==> src/rtl/eaa_pkg.sv <==
package eaa_pkg;

    typedef enum logic [1:0] {
        SZ_BYTE = 2'd0,
        SZ_HALF = 2'd1,
        SZ_WORD = 2'd2,
        SZ_WIDE = 2'd3
    } size_e;

    // lowest area number governed by control bit g
    function automatic int area_lo(input int g);
        if (g == 0) return 4;
        if (g == 1) return 6;
        return 7 + 2 * (g - 2);
    endfunction

    // highest area number governed by control bit g
    function automatic int area_hi(input int g);
        if (g == 0) return 5;
        if (g == 1) return 6;
        return area_lo(g) + 1;
    endfunction

endpackage

==> src/rtl/eaa_align_check.sv <==
module eaa_align_check
    import eaa_pkg::*;
#(
    parameter int ADDR_W = 32
) (
    input  logic [ADDR_W-1:0] addr_i,
    input  logic [1:0]        size_i,
    output logic              misaligned_o,
    output logic [ADDR_W-1:0] forced_addr_o
);
    logic [1:0] low_mask;

    always_comb begin
        unique case (size_e'(size_i))
            SZ_BYTE: low_mask = 2'b00;
            SZ_HALF: low_mask = 2'b01;
            default: low_mask = 2'b11;
        endcase
        misaligned_o  = |(addr_i[1:0] & low_mask);
        forced_addr_o = {addr_i[ADDR_W-1:2], addr_i[1:0] & ~low_mask};
    end
endmodule

==> src/rtl/eaa_area_select.sv <==
module eaa_area_select
    import eaa_pkg::*;
#(
    parameter int AREA_W = 5,
    parameter int CTL_W  = 8
) (
    input  logic [AREA_W-1:0] area_i,
    input  logic [CTL_W-1:0]  ctl_eff_i,
    output logic              big_o
);
    logic [CTL_W-1:0] hit;

    for (genvar g = 0; g < CTL_W; g++) begin : g_bit
        localparam int LO = area_lo(g);
        localparam int HI = area_hi(g);
        assign hit[g] = (area_i == AREA_W'(LO)) || (area_i == AREA_W'(HI));
    end

    assign big_o = |(hit & ctl_eff_i);
endmodule

==> src/rtl/area_endian_align.sv <==
module area_endian_align
    import eaa_pkg::*;
#(
    parameter int ADDR_W   = 32,
    parameter int AREA_W   = 5,
    parameter int CTL_W    = 8,
    parameter int BOOT_BIT = 3
) (
    input  logic              clk,
    input  logic              rst_n,
    input  logic              req_valid_i,
    input  logic [31:0]       req_addr_i,
    input  logic [1:0]        req_size_i,
    input  logic              req_ptr_upd_i,
    input  logic [4:0]        req_area_i,
    input  logic              boot_i,
    input  logic              ctl_we_i,
    input  logic [7:0]        ctl_wdata_i,
    output logic [7:0]        ctl_rdata_o,
    output logic              bus_valid_o,
    output logic [31:0]       bus_addr_o,
    output logic [1:0]        bus_size_o,
    output logic              bus_big_o,
    output logic              addr_err_o
);
    localparam logic [CTL_W-1:0] BOOT_MASK = CTL_W'(1) << BOOT_BIT;

    typedef struct packed {
        logic [CTL_W-1:0]  ctl;
        logic              bus_valid;
        logic [ADDR_W-1:0] addr;
        logic [1:0]        size;
        logic              big;
        logic              err;
    } state_t;

    state_t state_d, state_q;

    logic              misaligned;
    logic [ADDR_W-1:0] forced_addr;
    logic [CTL_W-1:0]  ctl_eff;
    logic              area_big;

    eaa_align_check #(.ADDR_W(ADDR_W)) align_i (
        .addr_i       (req_addr_i),
        .size_i       (req_size_i),
        .misaligned_o (misaligned),
        .forced_addr_o(forced_addr)
    );

    assign ctl_eff = boot_i ? (state_q.ctl & ~BOOT_MASK) : state_q.ctl;

    eaa_area_select #(.AREA_W(AREA_W), .CTL_W(CTL_W)) area_i (
        .area_i   (req_area_i),
        .ctl_eff_i(ctl_eff),
        .big_o    (area_big)
    );

    always_comb begin
        logic trap;
        state_d = state_q;
        trap    = req_valid_i && !req_ptr_upd_i && misaligned;

        state_d.err       = trap;
        state_d.bus_valid = req_valid_i && !trap;
        if (req_valid_i) begin
            state_d.addr = req_ptr_upd_i ? forced_addr : req_addr_i;
            state_d.size = req_size_i;
            state_d.big  = area_big;
        end

        if (ctl_we_i)
            state_d.ctl = ctl_wdata_i;
        if (boot_i)
            state_d.ctl = state_d.ctl & ~BOOT_MASK;
    end

    always_ff @(posedge clk or negedge rst_n) begin
        if (!rst_n)
            state_q <= '0;
        else
            state_q <= state_d;
    end

    assign ctl_rdata_o = state_q.ctl;
    assign bus_valid_o = state_q.bus_valid;
    assign bus_addr_o  = state_q.addr;
    assign bus_size_o  = state_q.size;
    assign bus_big_o   = state_q.big;
    assign addr_err_o  = state_q.err;

    // an error comes only from a valid, non-pointer request
    a_r2_err_source: assert property (@(posedge clk) disable iff (!rst_n)
        addr_err_o |-> $past(req_valid_i && !req_ptr_upd_i));

    // an error never coincides with a bus access
    a_r2_err_blocks_bus: assert property (@(posedge clk) disable iff (!rst_n)
        addr_err_o |-> !bus_valid_o);

    // pointer updates never trap
    a_r3_ptr_no_err: assert property (@(posedge clk) disable iff (!rst_n)
        (req_valid_i && req_ptr_upd_i) |=> !addr_err_o);

    // a word on the bus is word aligned
    a_r1_word_aligned_out: assert property (@(posedge clk) disable iff (!rst_n)
        (bus_valid_o && bus_size_o[1]) |-> (bus_addr_o[1:0] == 2'b00));

    // a write outside boot shows up in the read-back value
    a_r5_write_lands: assert property (@(posedge clk) disable iff (!rst_n)
        (ctl_we_i && !boot_i) |=> (ctl_rdata_o == $past(ctl_wdata_i)));

    // boot clears the locked bit
    a_r8_boot_lock: assert property (@(posedge clk) disable iff (!rst_n)
        boot_i |=> !ctl_rdata_o[BOOT_BIT]);

    // idle cycles produce nothing
    a_r9_idle_quiet: assert property (@(posedge clk) disable iff (!rst_n)
        !req_valid_i |=> !(bus_valid_o || addr_err_o));
endmodule

==> config.mk <==
export PLATFORM = sky130hd
export DESIGN_NAME = area_endian_align
export DESIGN_NICKNAME = d
export VERILOG_FILES = /design/src/rtl/eaa_pkg.sv /design/src/rtl/eaa_align_check.sv /design/src/rtl/eaa_area_select.sv /design/src/rtl/area_endian_align.sv
export SDC_FILE = /design/constraint.sdc
export NUM_CORES = 1
export LEC_CHECK = 0
export BUFFER_PORTS_ARGS = -buffer_cell sky130_fd_sc_hd__buf_2
export CAP_MARGIN = 15
export CORE_MARGIN = 5
export CORE_UTILIZATION = 48
export DETAILED_ROUTE_END_ITERATION = 8
export GPL_TIMING_DRIVEN = 0
export PLACE_DENSITY = 0.94
export SLEW_MARGIN = 5
export SYNTH_ARGS = -nofsm -noshare
export SYNTH_HDL_FRONTEND = slang
export SYNTH_SLANG_ARGS = --single-unit
==> constraint.sdc <==
create_clock -name clk -period 2.4 [get_ports clk]
set_clock_uncertainty 0.1 [all_clocks]
set_input_delay 0.36 -clock clk [delete_from_list [all_inputs] [get_ports clk]]
set_output_delay 0.36 -clock clk [all_outputs]
set_load 0.005 [all_outputs]
==> impl_metrics.toml, run 1 <==
[yosys]
yosysTopAreaCell = "dfrtp_1"
yosys_warnings = 0
synth_top_family_by_area = "multiplexers"
synth_cells = 130
postSynth.topFlopCell = "dfrtp_1"
synth_compound_area_share_pct = 4.09
synth_edf_count = 0
synth_nets = 183
synthDominantCellAreaShare_pct = 60.4
synthMuxAreaShare_pct = 24.1
yosysSeqAreaShare_pct = 60.4
syn_avg_cell_area_sq_um = 14.4
netlist_top_cells_count = "dfrtp_1, mux2_2, nand2_1, o21ai_0"
async_flop_share_pct = 100
synthTopCellsByArea = "dfrtp_1, mux2_2, buf_6, and2b_2, o21ai_0"
ys_types = 27
synth_xor_area_share_pct = 0.469
yosys.area_share.simple_pct = 8.05
syn_area_sq_mm = 0.00187
synth-adder-area-share_pct = 0
synth.most_common_cell = "dfrtp_1"
ys_ff_latch = 45

[setup_path]
crit_buf_inv = 0
cp.arrival_ns = 1.51
cp.depth = 4
cp-end-kind = "flop"
path_class = "flop to flop"
crit_chain = "and2_2, o21ai_0, a21oi_1, o32a_1"
cp_top_family = "compound AO/OA/AOI/OAI gates"
critPathMaxFanout = 3
max_stage_delay_ns = 0.39
cpMaxStageDelayCell = "dfrtp_1"
crit_path_start_kind = "flop"
r2r_cells = 4
crit_required_ns = 2.47

[clock_tree]
cts_buffers = 5
clock_sinks = 45
cts.repair.resized = 0
insertion_delay_ns = 0.29
htree_levels = 2
root_buffer = "clkbuf_8"
cts.clk_slew.worst_paths_ns = 0.08
cts_hold_buf = 0
cts_tree = "built"
post_cts_buffers = 0
clk_path_buf_depth = 2

[floorplanning]
dieHeight_um = 72.3
dieArea_sq_mm = 0.00523
core_area_sq_mm = 0.00372
initial_core_util_pct = 50.2
row_count = 22
boundaryPins = 98
die_x_um = 72.3

[finish]
syn_to_final_growth_pct = 33.3
fillers = 270
antenna_cells = 0
post_route_cells_drive_above_1_share_pct = 65.7
nNetsFinal = 285
utilization_pct = 66.9

[drt]
post_drt_wl_per_cell_um = 14.7
firstDrtPassIters = 6
drt_iter0_markers = 33
viasPerCell = 5.08
num_vias = 1428
totalWireLength_mm = 4.14
postRouteAntennaNets = 0
drc_errors = 0

[sta]
setup_tns_ns = 0
slew-limit-headroom_pct = 38.0
finalSetupViolations = 0
rsz0062_at_grt = "no"
period_share_pct = 59.7
setup_ws_ns = 0.967
fmax_ghz = 0.698
hold_violations = 0
min_period_ns = 1.43
tightest_slew_ns = 0.930
finalMaxSlewViolations = 0

[placed_design]
hpwlAfterDp_mm = 3.31
place_congestion = 0.847
io_buffers = 95
pre_cts_slack_ns = 0.856

[pwr]
finalPower_mw = 1.58
vdd_drop_max_mv = 0.526
p_leak_nw = 1.23
power.density_mw_per_mm2 = 634

[grt]
grt_pass1_wl_mm = 7.09
grt_max_degree = 46
antenna_found_initial = 0
grt_pass1_vias = 1529
grt.total_usage_pct = 17.3
grt-ovfl-total = 0

[run]
maxCapViolations = 0

[outcome]
status = "finished, final reports clean"

[min_path]
hold_path.class = "input pin to asynchronous set/reset pin"
## logic make-up after synthesis
kind of cell | count (synthesis)
xor gates and xnor gates | 1
muxes | 40
DFF | 45
AOI/OAI and AO/OA | 13
and+or+nand+nor | 23
buffers and inverters | 8
## sequential cells by signal, indices dropped and copies added (netlist names)
| signal | count |
|---|---|
| bus_addr_o | 32 |
| addr_err_o | 1 |
| bus_big_o | 1 |
| bus_size_o | 2 |
| bus_valid_o | 1 |
| ctl_rdata_o | 8 |
## final timing paths
kind	start	slack, ns	endpoint
setup / recovery	ctl_rdata_o[5]$_DFFE_PN0P_	0.97	bus_big_o$_DFFE_PN0P_
hold / removal	rst_n	0.11	bus_addr_o[15]$_DFFE_PN0P_
setup reg to reg	ctl_rdata_o[5]$_DFFE_PN0P_	0.97	bus_big_o$_DFFE_PN0P_
hold reg to reg	bus_addr_o[16]$_DFFE_PN0P_	0.41	bus_addr_o[16]$_DFFE_PN0P_
max in group asynchronous	rst_n	1.52	ctl_rdata_o[4]$_DFFE_PN0P_
min in group clk	boot_i	0.14	ctl_rdata_o[3]$_DFFE_PN0P_
## layout make-up
class	count	area (sq um)	area share, %
flip-flops and latches	45	1130	45.3
inverters	2	7.51	0.302
clock buffers	5	68.8	2.77
multi-input cells	77	684	27.5
clock inverters	3	17.5	0.704
repair buffers	95	475	19.1
plain buffers	6	47.5	1.91
well taps	48	60.1	2.41
## layer usage
metal | GRT usage, % | vias up | part of all wire [%]
met5 | 0 | - | 0
met2 | 26.2 | 93 | 44
li1 | - | 661 | -
met3 | 8.73 | 9 | 15
met4 | 6.05 | 0 | 1.8
met1 | 21.4 | 665 | 39
## cell usage in the layout, fill, tap and decap left out
cell type,count
dfrtp_1,45
nand3_1,2
and3b_2,1
o21ai_1,2
o32a_1,1
o21ai_0,5
nor3b_1,3
clkbuf_8,5
xnor2_1,1
nor2_1,2
nand4_1,1
nor2b_1,1
and3b_1,1
mux2i_1,1
mux2_2,39
buf_6,3
and2b_2,3
a21boi_0,1
clkinv_2,2
and2_2,1
nand2b_1,1
clkinvlp_4,1
clkbuf_1,1
nand2_1,5
and4b_2,1
nor4b_1,1
buf_2,97
o2111ai_1,1
inv_1,2
a21oi_1,3
## report_power, final
part / internal, mW / switching (mW)
Combinational: 0.157 / 0.111
Clock: 0.201 / 0.237
Sequential: 0.832 / 0.0397
## stage by stage
stage / hold slack [ns] / std cells / instance area (sq um)
6_report: 0.105 / 281 / 2490
2_1_floorplan: -0.0356 / 130 / 1870
3_5_place_dp: 0.391 / 273 / 2400
3_3_place_gp: 0.384 / 273 / 2400
4_1_cts: 0.130 / 281 / 2490
5_1_grt: 0.141 / 281 / 2490
Power figures use the tool's default switching activity.
==> run 2, diff against run 1 <==
Settings changed: ABC_AREA set to 1, CORE_UTILIZATION 48 to 44, PLACE_DENSITY 0.94 to 0.88.
Clock period 2.4 ns to 1.4 ns, I/O delays scaled along.
==> run 2 against run 1 <==
Net effect:
- critical path depth up 3
- sequential power up 70%
- final cell count up 33%
- die area up 8.4%
- largest power group unchanged
- global-route usage about the same
- combinational power up 66%
- cell area up 1.5%
- clock power up 73%
- sequential share of layout area down 0.67 points
- synthesized area up 0.67%
==> impl_metrics.toml, run 2 <==
[yosys]
synth.most_common_cell = "nand2_1"
synth_cells = 220
async_flop_share_pct = 100
synth_edf_count = 0
synth_nets = 273
synthTopCellsByArea = "dfrtp_1, nand2_1, mux2_2, nor2_1, inv_1"
ys_ff_latch = 45
synthDominantCellAreaShare_pct = 60.0
yosysSeqAreaShare_pct = 60.0
ys_types = 19
yosys_warnings = 0
syn_avg_cell_area_sq_um = 8.54
syn_area_sq_mm = 0.00188
postSynth.topFlopCell = "dfrtp_1"
yosysTopAreaCell = "dfrtp_1"
netlist_top_cells_count = "nand2_1, dfrtp_1, nor2_1"

[setup_path]
crit_chain = "dlygate4sd3_1, buf_2, nor2_1, nand3_1, nand2_1, nor2_1, a21oi_2"
cp.arrival_ns = 1.29
crit_path_start_kind = "input pin"
startpoint = "boot_i"
cp_common_cell = "nor2_1"
cpMaxStageDelayCell = "dlygate4sd3_1"
crit_required_ns = 1.52
r2r_start = "ctl_rdata_o[5]$_DFFE_PN0P_"
path_class = "input pin to flop"
cp-end-kind = "flop"
max_stage_delay_ns = 0.55
critPathMaxFanout = 2

[grt]
grt.total_usage_pct = 17.3
grt-ovfl-total = 0
antenna_found_initial = 0
met1_usage_pct = 21.3
grt_pass1_vias = 1670
grt_pass1_wl_mm = 7.43
busiest_layer = "met2"
met3_usage_pct = 3.83
grt_max_degree = 46
grt_use_met2_pct = 29.4

[sta]
period_share_pct = 83.6
min_period_ns = 1.17
fin_hold_ws_ns = 0.0115
finalMaxSlewViolations = 0
rsz0062_at_grt = "no"
finalSetupViolations = 0
slew-limit-headroom_pct = 61.0
tightest_slew_ns = 0.585
setup_tns_ns = 0
fmax_ghz = 0.854
hold_violations = 0

[drt]
drc_errors = 0
postRouteAntennaNets = 0
viasPerCell = 4.59
num_vias = 1721
totalWireLength_mm = 4.53
drt_iter0_markers = 71
firstDrtPassIters = 4
post_drt_wl_per_cell_um = 12.1

[min_path]
hold_path.class = "input pin to flop"
min_from = "req_addr_i[26]"

[floorplanning]
dieHeight_um = 75.3
core_area_sq_mm = 0.00406
initial_core_util_pct = 46.3
die_x_um = 75.3
dieArea_sq_mm = 0.00567
boundaryPins = 98
row_count = 23

[outcome]
status = "finished, final reports clean"

[clock_tree]
insertion_delay_ns = 0.29
root_buffer = "clkbuf_8"
cts.clk_slew.worst_paths_ns = 0.09
htree_levels = 2
clock_sinks = 45
clk_path_buf_depth = 2
cts_tree = "built"
cts_buffers = 5

[pwr]
vdd_drop_max_mv = 0.635
power.density_mw_per_mm2 = 1060
p_leak_nw = 1.48

[placed_design]
hpwlAfterDp_mm = 3.48
io_buffers = 95
place_congestion = 0.923

[run]
maxCapViolations = 0

[finish]
largest_reg_flops = 32
syn_to_final_growth_pct = 34.4
post_route_cells_drive_above_1_share_pct = 36.9
nNetsFinal = 377
antenna_cells = 0
layout_commonest_cell = "nand2_1"
final_cell_mix = "nand2_1, buf_2, dfrtp_1, nor2_1, inv_1"
## run 2: through the flow
step | power [mW] | area [sq um] | util (%) | setup slack (ns) | instances
3_5_place_dp | 1.95 | 2420 | 59.5 | 0.135 | 365
2_1_floorplan | 1.68 | 1880 | - | 0.395 | 220
5_1_grt | 2.84 | 2520 | 62.2 | 0.211 | 375
4_1_cts | 2.72 | 2520 | 62.2 | 0.0443 | 375
3_3_place_gp | 1.93 | 2420 | 59.5 | 0.213 | 365
6_report | 2.68 | 2520 | 62.2 | 0.230 | 375
## run 2: cell type report
class                      count  area (sq um)
buffer                         9          43.8
tap                           50          62.6
multi-input combinational    155           667
clock inverter                 3          17.5
sequential                    45          1130
clock buffer                   5          68.8
inverter                      11          41.3
timing repair buffer          97           498
fill                         338          1530
## run 2: timing repair
| action | CTS | global route |
|---|---|---|
| hold endpoints to repair | 46 | 0 |
| resized for setup | 0 | 1 |
| setup buffers | 0 | 0 |
| hold buffers | 2 | 0 |
| setup endpoints to repair | 0 | 45 |
## run 2: final timing paths
| check | to | slack, ns | cells after the start |
|---|---|---|---|
| setup / recovery | bus_big_o$_DFFE_PN0P_ | 0.23 | 7 |
| hold / removal | bus_addr_o[26]$_DFFE_PN0P_ | 0.01 | 3 |
| setup reg to reg | bus_big_o$_DFFE_PN0P_ | 0.31 | 6 |
| hold reg to reg | bus_addr_o[5]$_DFFE_PN0P_ | 0.37 | 2 |
| max in group asynchronous | bus_addr_o[29]$_DFFE_PN0P_ | 0.39 | 2 |
| min in group asynchronous | bus_addr_o[22]$_DFFE_PN0P_ | 0.40 | 2 |
## run 2: worst max-delay path: cells and delay by family
kind / cells / cell delay, ns
buffers and inverters: 2 / 0.69
and+or+nand+nor: 4 / 0.29
AOI/OAI and AO/OA: 1 / 0.11
## run 2: cells by family (layout without fill, tap and decap cells)
family,Yosys count,in the layout,synth area share (%)
AO/OA/AOI/OAI,11,11,3.13
buffers and inverters,20,125,4.53
flip-flops,45,45,60.0
multiplexers,6,6,3.60
AND/OR/NAND/NOR,138,138,28.8
## run 2: power breakdown
part           leakage, nW  switching, mW  internal (mW)  total (mW)
sequential           0.548         0.0619           1.41        1.48
combinational        0.893          0.232          0.212       0.444
clock               0.0439          0.414          0.344       0.758
total                 1.48          0.708           1.97        2.68
## run 2: per-layer routing
layer / up-vias / part of all wire [%]
met5: - / 0
met4: 0 / 1.6
met3: 6 / 8.2
met2: 69 / 50
met1: 765 / 40
li1: 881 / -
==> run 3, diff against run 2 <==
Clock period 1.4 ns to 1.15 ns, I/O delays scaled along.
==> run 3 against run 2 <==
Net effect:
- the flow now finishes with violations (hold timing)
- sequential share of layout area decreased by 4.6 points
- die area did not move
- wire length grew 19%
- cell area increased by 12%
- clock power rose by 24%
- register-to-register slack got worse by 0.24 ns
- critical path depth fell by 6
- final cell count is 7.7% higher
- first-iteration DRC count unchanged
- critical path type is now flop to output port
- critical endpoint is now ctl_rdata_o[7]
- largest power group unchanged
==> impl_metrics.toml, run 3 (same netlist as run 2, synthesis figures left out) <==
[outcome]
status = "finished, violations left"
violations = "hold timing"

[sta]
finalSetupViolations = 0
slew-limit-headroom_pct = 35.7
min_period_ns = 1.12
rsz0062_at_grt = "no"
tightest_slew_ns = 0.965
fin_hold_ws_ns = -0.0800
setup_tns_ns = 0
fmax_ghz = 0.895
hold_violations = 45
finalMaxSlewViolations = 0
period_share_pct = 97.1

[run]
maxCapViolations = 0

[clock_tree]
htree_levels = 2
insertion_delay_ns = 0.29
clk_path_buf_depth = 2
cts_tree = "built"
cts.repair.resized = 0
clock_sinks = 45
root_buffer = "clkbuf_8"
cts_buffers = 5
post_cts_buffers = 0
cts.clk_slew.worst_paths_ns = 0.09

[drt]
drt_iter0_markers = 71
viasPerCell = 4.64
num_vias = 1874
postRouteAntennaNets = 0
firstDrtPassIters = 4
post_drt_wl_per_cell_um = 13.3
drc_errors = 0
totalWireLength_mm = 5.38

[pwr]
finalPower_mw = 3.37
power.density_mw_per_mm2 = 1200
vdd_drop_max_mv = 0.804
p_leak_nw = 1.61

[grt]
grt_pass1_vias = 1924
busiest_layer = "met2"
met1_usage_pct = 23.8
grt_max_degree = 46
met3_usage_pct = 4.35
grt_use_met2_pct = 36.9
grt_pass1_wl_mm = 8.76
antenna_found_initial = 0
grt-ovfl-total = 0
grt.total_usage_pct = 20.8

[setup_path]
reg2reg_slack_ns = 0.07
path_class = "flop to output port"
crit_required_ns = 0.88
r2r_start = "ctl_rdata_o[5]$_DFFE_PN0P_"
cpMaxStageDelayCell = "dfrtp_1"
critPathMaxFanout = 3
max_stage_delay_ns = 0.41
crit_buf_inv = 1
r2r_cells = 6
cp.arrival_ns = 0.84
cp-end-kind = "output port"
timing.rr.end = "bus_big_o$_DFFE_PN0P_"
crit_path_start_kind = "flop"
cp_top_family = "flip-flops"
crit_chain = "buf_2"

[finish]
post_route_cells_drive_above_1_share_pct = 33.6
final_cell_area_sq_mm = 0.00282
fin_cells = 404
largest_reg_flops = 32
layout_commonest_cell = "nand2_1"
nNetsFinal = 406
syn_to_final_growth_pct = 50.0
final_cell_mix = "nand2_1, buf_2, dfrtp_1, dlygate4sd3_1, nor2_1"
antenna_cells = 0

[placed_design]
place_congestion = 0.923
dp.cells = 365
dpl_cell_area_sq_mm = 0.00242
io_buffers = 95
hpwlAfterDp_mm = 3.48

[floorplanning]
dieArea_sq_mm = 0.00567
core_area_sq_mm = 0.00406
boundaryPins = 98
row_count = 23
initial_core_util_pct = 46.3
dieHeight_um = 75.3
die_x_um = 75.3

[min_path]
hold_path.class = "input pin to asynchronous set/reset pin"
[run 3: layout make-up]
cell class	instances	area [sq um]
clock buffer	5	68.8
sequential	45	1130
clock inverter	3	17.5
tap	50	62.6
buffer	9	43.8
inverter	11	41.3
fill	307	1240
timing repair buffer	126	791
multi-input combinational	155	667
[run 3: how the worst max path moves through the flow]
| stage | startpoint | endpoint | slack [ns] | cells past startpoint |
|---|---|---|---|---|
| 3_5_place_dp | req_area_i[1] | bus_big_o$_DFFE_PN0P_ | -0.08 | 7 |
| 3_3_place_gp | req_area_i[1] | bus_big_o$_DFFE_PN0P_ | 0.0009 | 7 |
| 4_1_cts | ctl_rdata_o[7]$_DFFE_PN0P_ | ctl_rdata_o[7] | 0.02 | 1 |
| 2_1_floorplan | ctl_rdata_o[1]$_DFFE_PN0P_ | bus_big_o$_DFFE_PN0P_ | 0.15 | 6 |
| 5_1_grt | ctl_rdata_o[4]$_DFFE_PN0P_ | ctl_rdata_o[4] | 0.005 | 1 |
| 6_report | ctl_rdata_o[7]$_DFFE_PN0P_ | ctl_rdata_o[7] | 0.03 | 1 |
[run 3: where the power goes]
group / switching [mW] / leakage, nW / total (mW) / internal [mW]
Sequential: 0.0783 / 0.548 / 1.80 / 1.72
Combinational: 0.309 / 1.01 / 0.633 / 0.323
Clock: 0.520 / 0.0439 / 0.939 / 0.420
Total: 0.907 / 1.61 / 3.37 / 2.46
[run 3: timing repair]
item | 4_1_cts | 5_1_grt
hold buffers | 32 | 0
endpoints found under the hold margin | 77 | 0
endpoints found under the setup margin | 0 | 1
[run 3: through the flow]
step,setup slack (ns),util [%],hold slack (ns)
finish,0.0328,69.4,-0.0800
global route,0.00479,69.4,0.00683
CTS,0.0210,69.6,-0.0513
detailed placement,-0.0773,59.5,0.247
global placement,0.000935,59.5,0.245
floorplan,0.145,-,-0.223
[run 3: layer usage]
metal / routed length, um / vias to the layer above
li1: - / 939
met1: 2120 / 843
met2: 2750 / 79
met3: 372 / 13
met4: 133 / 0
met5: 0 / -
